File: src/rtl/tapsr_pkg.sv
package tapsr_pkg;

    localparam int DEF_DEPTH = 32;

    typedef enum logic {
        MODE_UNIFIED = 1'b0,
        MODE_SPLIT   = 1'b1
    } mode_e;

    typedef struct packed {
        logic lo;
        logic hi;
    } tap_pair_t;

    // number of index bits for a given depth (depth is a power of two)
    function automatic int idx_bits(input int depth);
        return $clog2(depth);
    endfunction

endpackage

File: src/rtl/tapsr_stages.sv
module tapsr_stages
    import tapsr_pkg::*;
#(
    parameter int DEPTH = DEF_DEPTH
) (
    input  logic             clk,
    input  logic             rst,
    input  logic             shift_en,
    input  mode_e            mode,
    input  logic             sin_lo,
    input  logic             sin_hi,
    output logic [DEPTH-1:0] stages
);
    localparam int HALF = DEPTH / 2;

    logic [DEPTH-1:0] nxt;

    // each stage takes its predecessor; the head of the upper half
    // switches source with the mode
    always_comb begin
        nxt[0] = sin_lo;
        for (int i = 1; i < DEPTH; i++) begin
            nxt[i] = stages[i-1];
        end
        if (mode == MODE_SPLIT) begin
            nxt[HALF] = sin_hi;
        end
    end

    always_ff @(posedge clk) begin
        if (shift_en) begin
            stages <= nxt;
        end
    end

    a_r4_hold_when_idle: assert property (@(posedge clk) disable iff (rst)
        !shift_en |=> $stable(stages));

    a_r1_head_loads_input: assert property (@(posedge clk) disable iff (rst)
        shift_en |=> stages[0] == $past(sin_lo));

    a_r1_stage_advance: assert property (@(posedge clk) disable iff (rst)
        shift_en |=> stages[DEPTH-1] == $past(stages[DEPTH-2]));

    a_r6_upper_head_split: assert property (@(posedge clk) disable iff (rst)
        (shift_en && mode == MODE_SPLIT) |=> stages[HALF] == $past(sin_hi));

    a_r7_halves_joined: assert property (@(posedge clk) disable iff (rst)
        (shift_en && mode == MODE_UNIFIED) |=> stages[HALF] == $past(stages[HALF-1]));

endmodule

File: src/rtl/tapsr_select.sv
module tapsr_select
    import tapsr_pkg::*;
#(
    parameter int DEPTH = DEF_DEPTH,
    parameter int AW    = idx_bits(DEPTH)
) (
    input  logic [DEPTH-1:0] stages,
    input  mode_e            mode,
    input  logic [AW-1:0]    sel_lo,
    input  logic [AW-2:0]    sel_hi,
    output tap_pair_t        taps
);
    logic [AW-1:0] idx_lo;
    logic [AW-1:0] idx_hi;

    always_comb begin
        // in split mode the top index bit is dropped so the low tap
        // stays inside the lower half
        idx_lo = (mode == MODE_SPLIT) ? {1'b0, sel_lo[AW-2:0]} : sel_lo;
        idx_hi = {1'b1, sel_hi};
        taps.lo = stages[idx_lo];
        taps.hi = stages[idx_hi];
    end

endmodule

File: src/rtl/tapsr_outreg.sv
module tapsr_outreg
    import tapsr_pkg::*;
#(
    parameter bit ENABLE = 1'b0
) (
    input  logic      clk,
    input  logic      rst,
    input  tap_pair_t d,
    output tap_pair_t q
);
    generate
        if (ENABLE) begin : g_reg
            always_ff @(posedge clk) begin
                if (rst) begin
                    q <= '0;
                end else begin
                    q <= d;
                end
            end

            a_r8_reset_clears: assert property (@(posedge clk)
                rst |=> q == '0);

            a_r8_one_cycle_late: assert property (@(posedge clk) disable iff (rst)
                1'b1 |=> q == $past(d));
        end else begin : g_pass
            assign q = d;
        end
    endgenerate

endmodule

File: src/rtl/addr_tap_shifter.sv
module addr_tap_shifter
    import tapsr_pkg::*;
#(
    parameter int DEPTH   = DEF_DEPTH,
    parameter bit OUT_REG = 1'b0,
    parameter int AW      = idx_bits(DEPTH)
) (
    input  logic          clk,
    input  logic          rst,
    input  logic          shift_en,
    input  logic          split_mode,
    input  logic          sin_lo,
    input  logic          sin_hi,
    input  logic [AW-1:0] sel_lo,
    input  logic [AW-2:0] sel_hi,
    output logic          tap_lo,
    output logic          tap_hi,
    output logic          chain_out
);
    mode_e            mode;
    logic [DEPTH-1:0] stages;
    tap_pair_t        taps_c;
    tap_pair_t        taps_q;

    assign mode = mode_e'(split_mode);

    tapsr_stages #(.DEPTH(DEPTH)) u_stages (
        .clk      (clk),
        .rst      (rst),
        .shift_en (shift_en),
        .mode     (mode),
        .sin_lo   (sin_lo),
        .sin_hi   (sin_hi),
        .stages   (stages)
    );

    tapsr_select #(.DEPTH(DEPTH), .AW(AW)) u_select (
        .stages (stages),
        .mode   (mode),
        .sel_lo (sel_lo),
        .sel_hi (sel_hi),
        .taps   (taps_c)
    );

    tapsr_outreg #(.ENABLE(OUT_REG)) u_outreg (
        .clk (clk),
        .rst (rst),
        .d   (taps_c),
        .q   (taps_q)
    );

    assign tap_lo    = taps_q.lo;
    assign tap_hi    = taps_q.hi;
    assign chain_out = stages[DEPTH-1];

    a_r3_chain_follows_tail: assert property (@(posedge clk) disable iff (rst)
        shift_en |=> chain_out == $past(stages[DEPTH-2]));

endmodule

File: config.mk
export PLATFORM = sky130hd
export DESIGN_NAME = addr_tap_shifter
export DESIGN_NICKNAME = d
export VERILOG_FILES = /design/src/rtl/tapsr_pkg.sv /design/src/rtl/tapsr_stages.sv /design/src/rtl/tapsr_select.sv /design/src/rtl/tapsr_outreg.sv /design/src/rtl/addr_tap_shifter.sv
export SDC_FILE = /design/constraint.sdc
export NUM_CORES = 1
export LEC_CHECK = 0
export ABC_AREA = 1
export BUFFER_PORTS_ARGS = -buffer_cell sky130_fd_sc_hd__buf_2
export CAP_MARGIN = 20
export CORE_ASPECT_RATIO = 0.75
export CORE_MARGIN = 2
export CORE_UTILIZATION = 61
export CTS_BUF_LIST = sky130_fd_sc_hd__clkbuf_8 sky130_fd_sc_hd__clkbuf_16
export DETAILED_ROUTE_END_ITERATION = 8
export GPL_TIMING_DRIVEN = 0
export PLACE_DENSITY = 0.94
export SLEW_MARGIN = 15
export SYNTH_ARGS = -nofsm -noshare
export SYNTH_HDL_FRONTEND = slang
export SYNTH_SLANG_ARGS = --single-unit
File: constraint.sdc
create_clock -name clk -period 2.3 [get_ports clk]
set_input_delay 0.345 -clock clk [delete_from_list [all_inputs] [get_ports clk]]
set_output_delay 0.345 -clock clk [all_outputs]
set_load 0.05 [all_outputs]
==> results.py <==
metrics = {
    "critical_path": {
        "critPathLaunchType": "register",
        "worstSetupPathType": "reg2out",
        "worstPathArrival_ns": 1.49,
        "path_buf_inv": 1,
        "crit_fanout": 3,
        "slowest_stage": "edfxtp_1",
        "path_cells": "nand2_1 > nand3_1 > nand3_1 > nand2_1 > nand2_1 > nand2_1 > nand2_1 > nand2_1 > buf_2",
        "crit_family": "simple AND/OR/NAND/NOR gates",
        "critPathCaptureType": "primary output",
        "required_ns": 1.96,
        "max_stage_delay_ns": 0.41,
        "path_common_cell": "nand2_1",
    },
    "clock_network": {
        "cts_root_buf": "clkbuf_8",
        "clkTransAtPathRegs_ns": 0.06,
        "clkLatencyLatePin_ns": 0.28,
        "cts_buffers": 5,
        "cts_hold_buf": 0,
        "cts-resized-gates": 0,
        "cts_max_path_buffers": 2,
        "cts_sinks": 32,
        "cts_setup_buffers": 0,
        "htreeDepth": 2,
        "cts_tree": "built",
    },
    "hold_path": {
        "hp-class": "in2reg",
    },
    "placement": {
        "port_buffers": 12,
        "dp_hpwl_um": 1910,
        "gp_congestion": 0.831,
        "placed_area_um2": 1630,
    },
    "timing": {
        "fin_skew_ns": 0.00546,
        "layout_min_cycle_time_ns": 1.83,
        "setup_violations": 0,
        "final.setup.tns_ns": 0,
        "rsz0062_at_grt": "false",
        "finalMaxSlewViolations": 0,
        "post-route-period-util_pct": 79.6,
        "hold_viol_final": 0,
        "fmax_mhz": 546,
        "worst_slew_pin_slew_ns": 0.674,
        "max_slew_margin_pct": 55.1,
        "whs_ns": 0.243,
    },
    "power": {
        "leakage_nw": 0.733,
        "ir_drop_uv": 505,
        "power_density_nw_per_um2": 718,
        "total_power_mw": 1.23,
    },
    "synth": {
        "syn_nets": 163,
        "synth_cell_types": 17,
        "synth_cells": 148,
        "synth.avg_cell_area_um2": 10.3,
        "synth_seq_cells": 32,
        "yosysWarnings": 0,
        "synth_seq_area_share_pct": 62.9,
        "syn_area_um2": 1530,
    },
    "flow_run": {
        "maxCapViolations": 0,
    },
    "grt": {
        "antenna_found_initial": 0,
        "top_usage_layer": "met2",
        "met3_usage_pct": 10.2,
        "gr-usage-met2_pct": 31.2,
        "grt_util_all_layers_pct": 22.2,
        "grt_first_pass_wirelength_um": 4240,
        "first_global_vias": 919,
        "grt_start_max_net_pins": 33,
        "overflow": 0,
        "grt_util_met1_pct": 28.4,
    },
    "routing": {
        "first_pass_iters": 4,
        "vias_per_cell": 5.33,
        "antenna_left": 0,
        "first_iter_violations": 68,
        "num_vias": 1076,
        "wirelength_um": 2720,
        "wl_per_cell_um": 13.5,
        "drc": 0,
    },
    "finish": {
        "syn2layout_area_growth_pct": 12.0,
        "final_cell_area_um2": 1710,
        "antennaDiodeCount": 0,
        "largest_register_ffs": 32,
        "fill_cells": 171,
        "nets": 182,
        "top_register": "u_stages.stages",
        "reg.largest.list": "u_stages.stages: 32 flops",
        "fin_util_pct": 73.5,
        "drive_above_1_share_pct": 19.6,
    },
    "die": {
        "die_width_um": 61.8,
        "dieArea_um2": 2920,
        "row_count": 15,
        "start_util_pct": 65.6,
        "pin_count": 18,
        "core-area_um2": 2330,
        "dieHeight_um": 47.3,
    },
    "run_status": {
        "outcome": "completed",
    },
}
-- per-layer routing --
metal | wire length (um) | share of wire [%]
met1 | 1240 | 46
met2 | 1260 | 46
met3 | 169 | 6.2
met4 | 46 | 1.7
met5 | 0 | 0
-- layout make-up --
| type | instances | area (um^2) | share of cell area [%] |
|---|---|---|---|
| sequential | 32 | 961 | 56.2 |
| multi-input combinational | 94 | 440 | 25.7 |
| clock buffer | 5 | 68.8 | 4.02 |
| inverter | 15 | 63.8 | 3.73 |
| buffer | 7 | 62.6 | 3.66 |
| timing repair buffer | 12 | 60.1 | 3.51 |
| tap | 34 | 42.5 | 2.49 |
| clock inverter | 3 | 11.3 | 0.658 |
-- final timing paths --
path         depth (start not counted)                  end           startpoint  slack (ns)
max                                  9               tap_lo  u_stages.stages[28]        0.47
max reg2reg                          1  u_stages.stages[16]  u_stages.stages[15]        1.39
min reg2reg                          0  u_stages.stages[15]  u_stages.stages[14]        0.45
min                                  1   u_stages.stages[0]               sin_lo        0.24
-- synth_stat cells --
library cell	instances	share of area, %
nand2_1	44	11
edfxtp_1	32	63
nand3_1	29	9.5
inv_1	13	3.2
nand2_2	6	2.5
a21oi_1	4	1.3
o211ai_1	4	2.0
o21ai_0	4	1.3
buf_2	3	0.98
buf_6	2	1.5
buf_12	1	1.3
clkbuf_2	1	0.33
inv_2	1	0.25
inv_8	1	0.74
mux2_2	1	0.74
nand3b_1	1	0.49
nor2_1	1	0.25
-- cell families (layout without fill, tap and decap cells) --
| kind of cell | count (synthesis) | in the layout | synth area share (%) |
|---|---|---|---|
| DFF | 32 | 32 | 62.9 |
| AOI/OAI and AO/OA | 12 | 12 | 4.59 |
| and+or+nand+nor | 81 | 81 | 23.5 |
| buffers and inverters | 22 | 42 | 8.27 |
| muxes | 1 | 1 | 0.737 |
-- report_power, final --
| group | internal [mW] | switching [mW] |
|---|---|---|
| logic | 0.0508 | 0.0917 |
| registers | 0.683 | 0.0227 |
| clock network | 0.201 | 0.179 |
-- placed cells by master, fill, tap and decap left out --
master	n
nand2_2	6
edfxtp_1	32
mux2_2	1
o21ai_0	4
inv_1	15
inv_2	1
clkinv_1	1
nand3_1	29
clkbuf_2	1
a21oi_1	4
clkbuf_8	5
nand3b_1	1
inv_8	1
buf_6	2
nor2_1	1
nand2_1	44
buf_12	1
o211ai_1	4
buf_2	15
-- metrics by stage --
stage	cells	setup slack [ns]
after floorplan	148	0.552
after global placement	194	0.592
after detailed placement	194	0.503
after CTS	202	0.446
after global routing	202	0.400
final	202	0.469
Power figures use the tool's default switching activity.
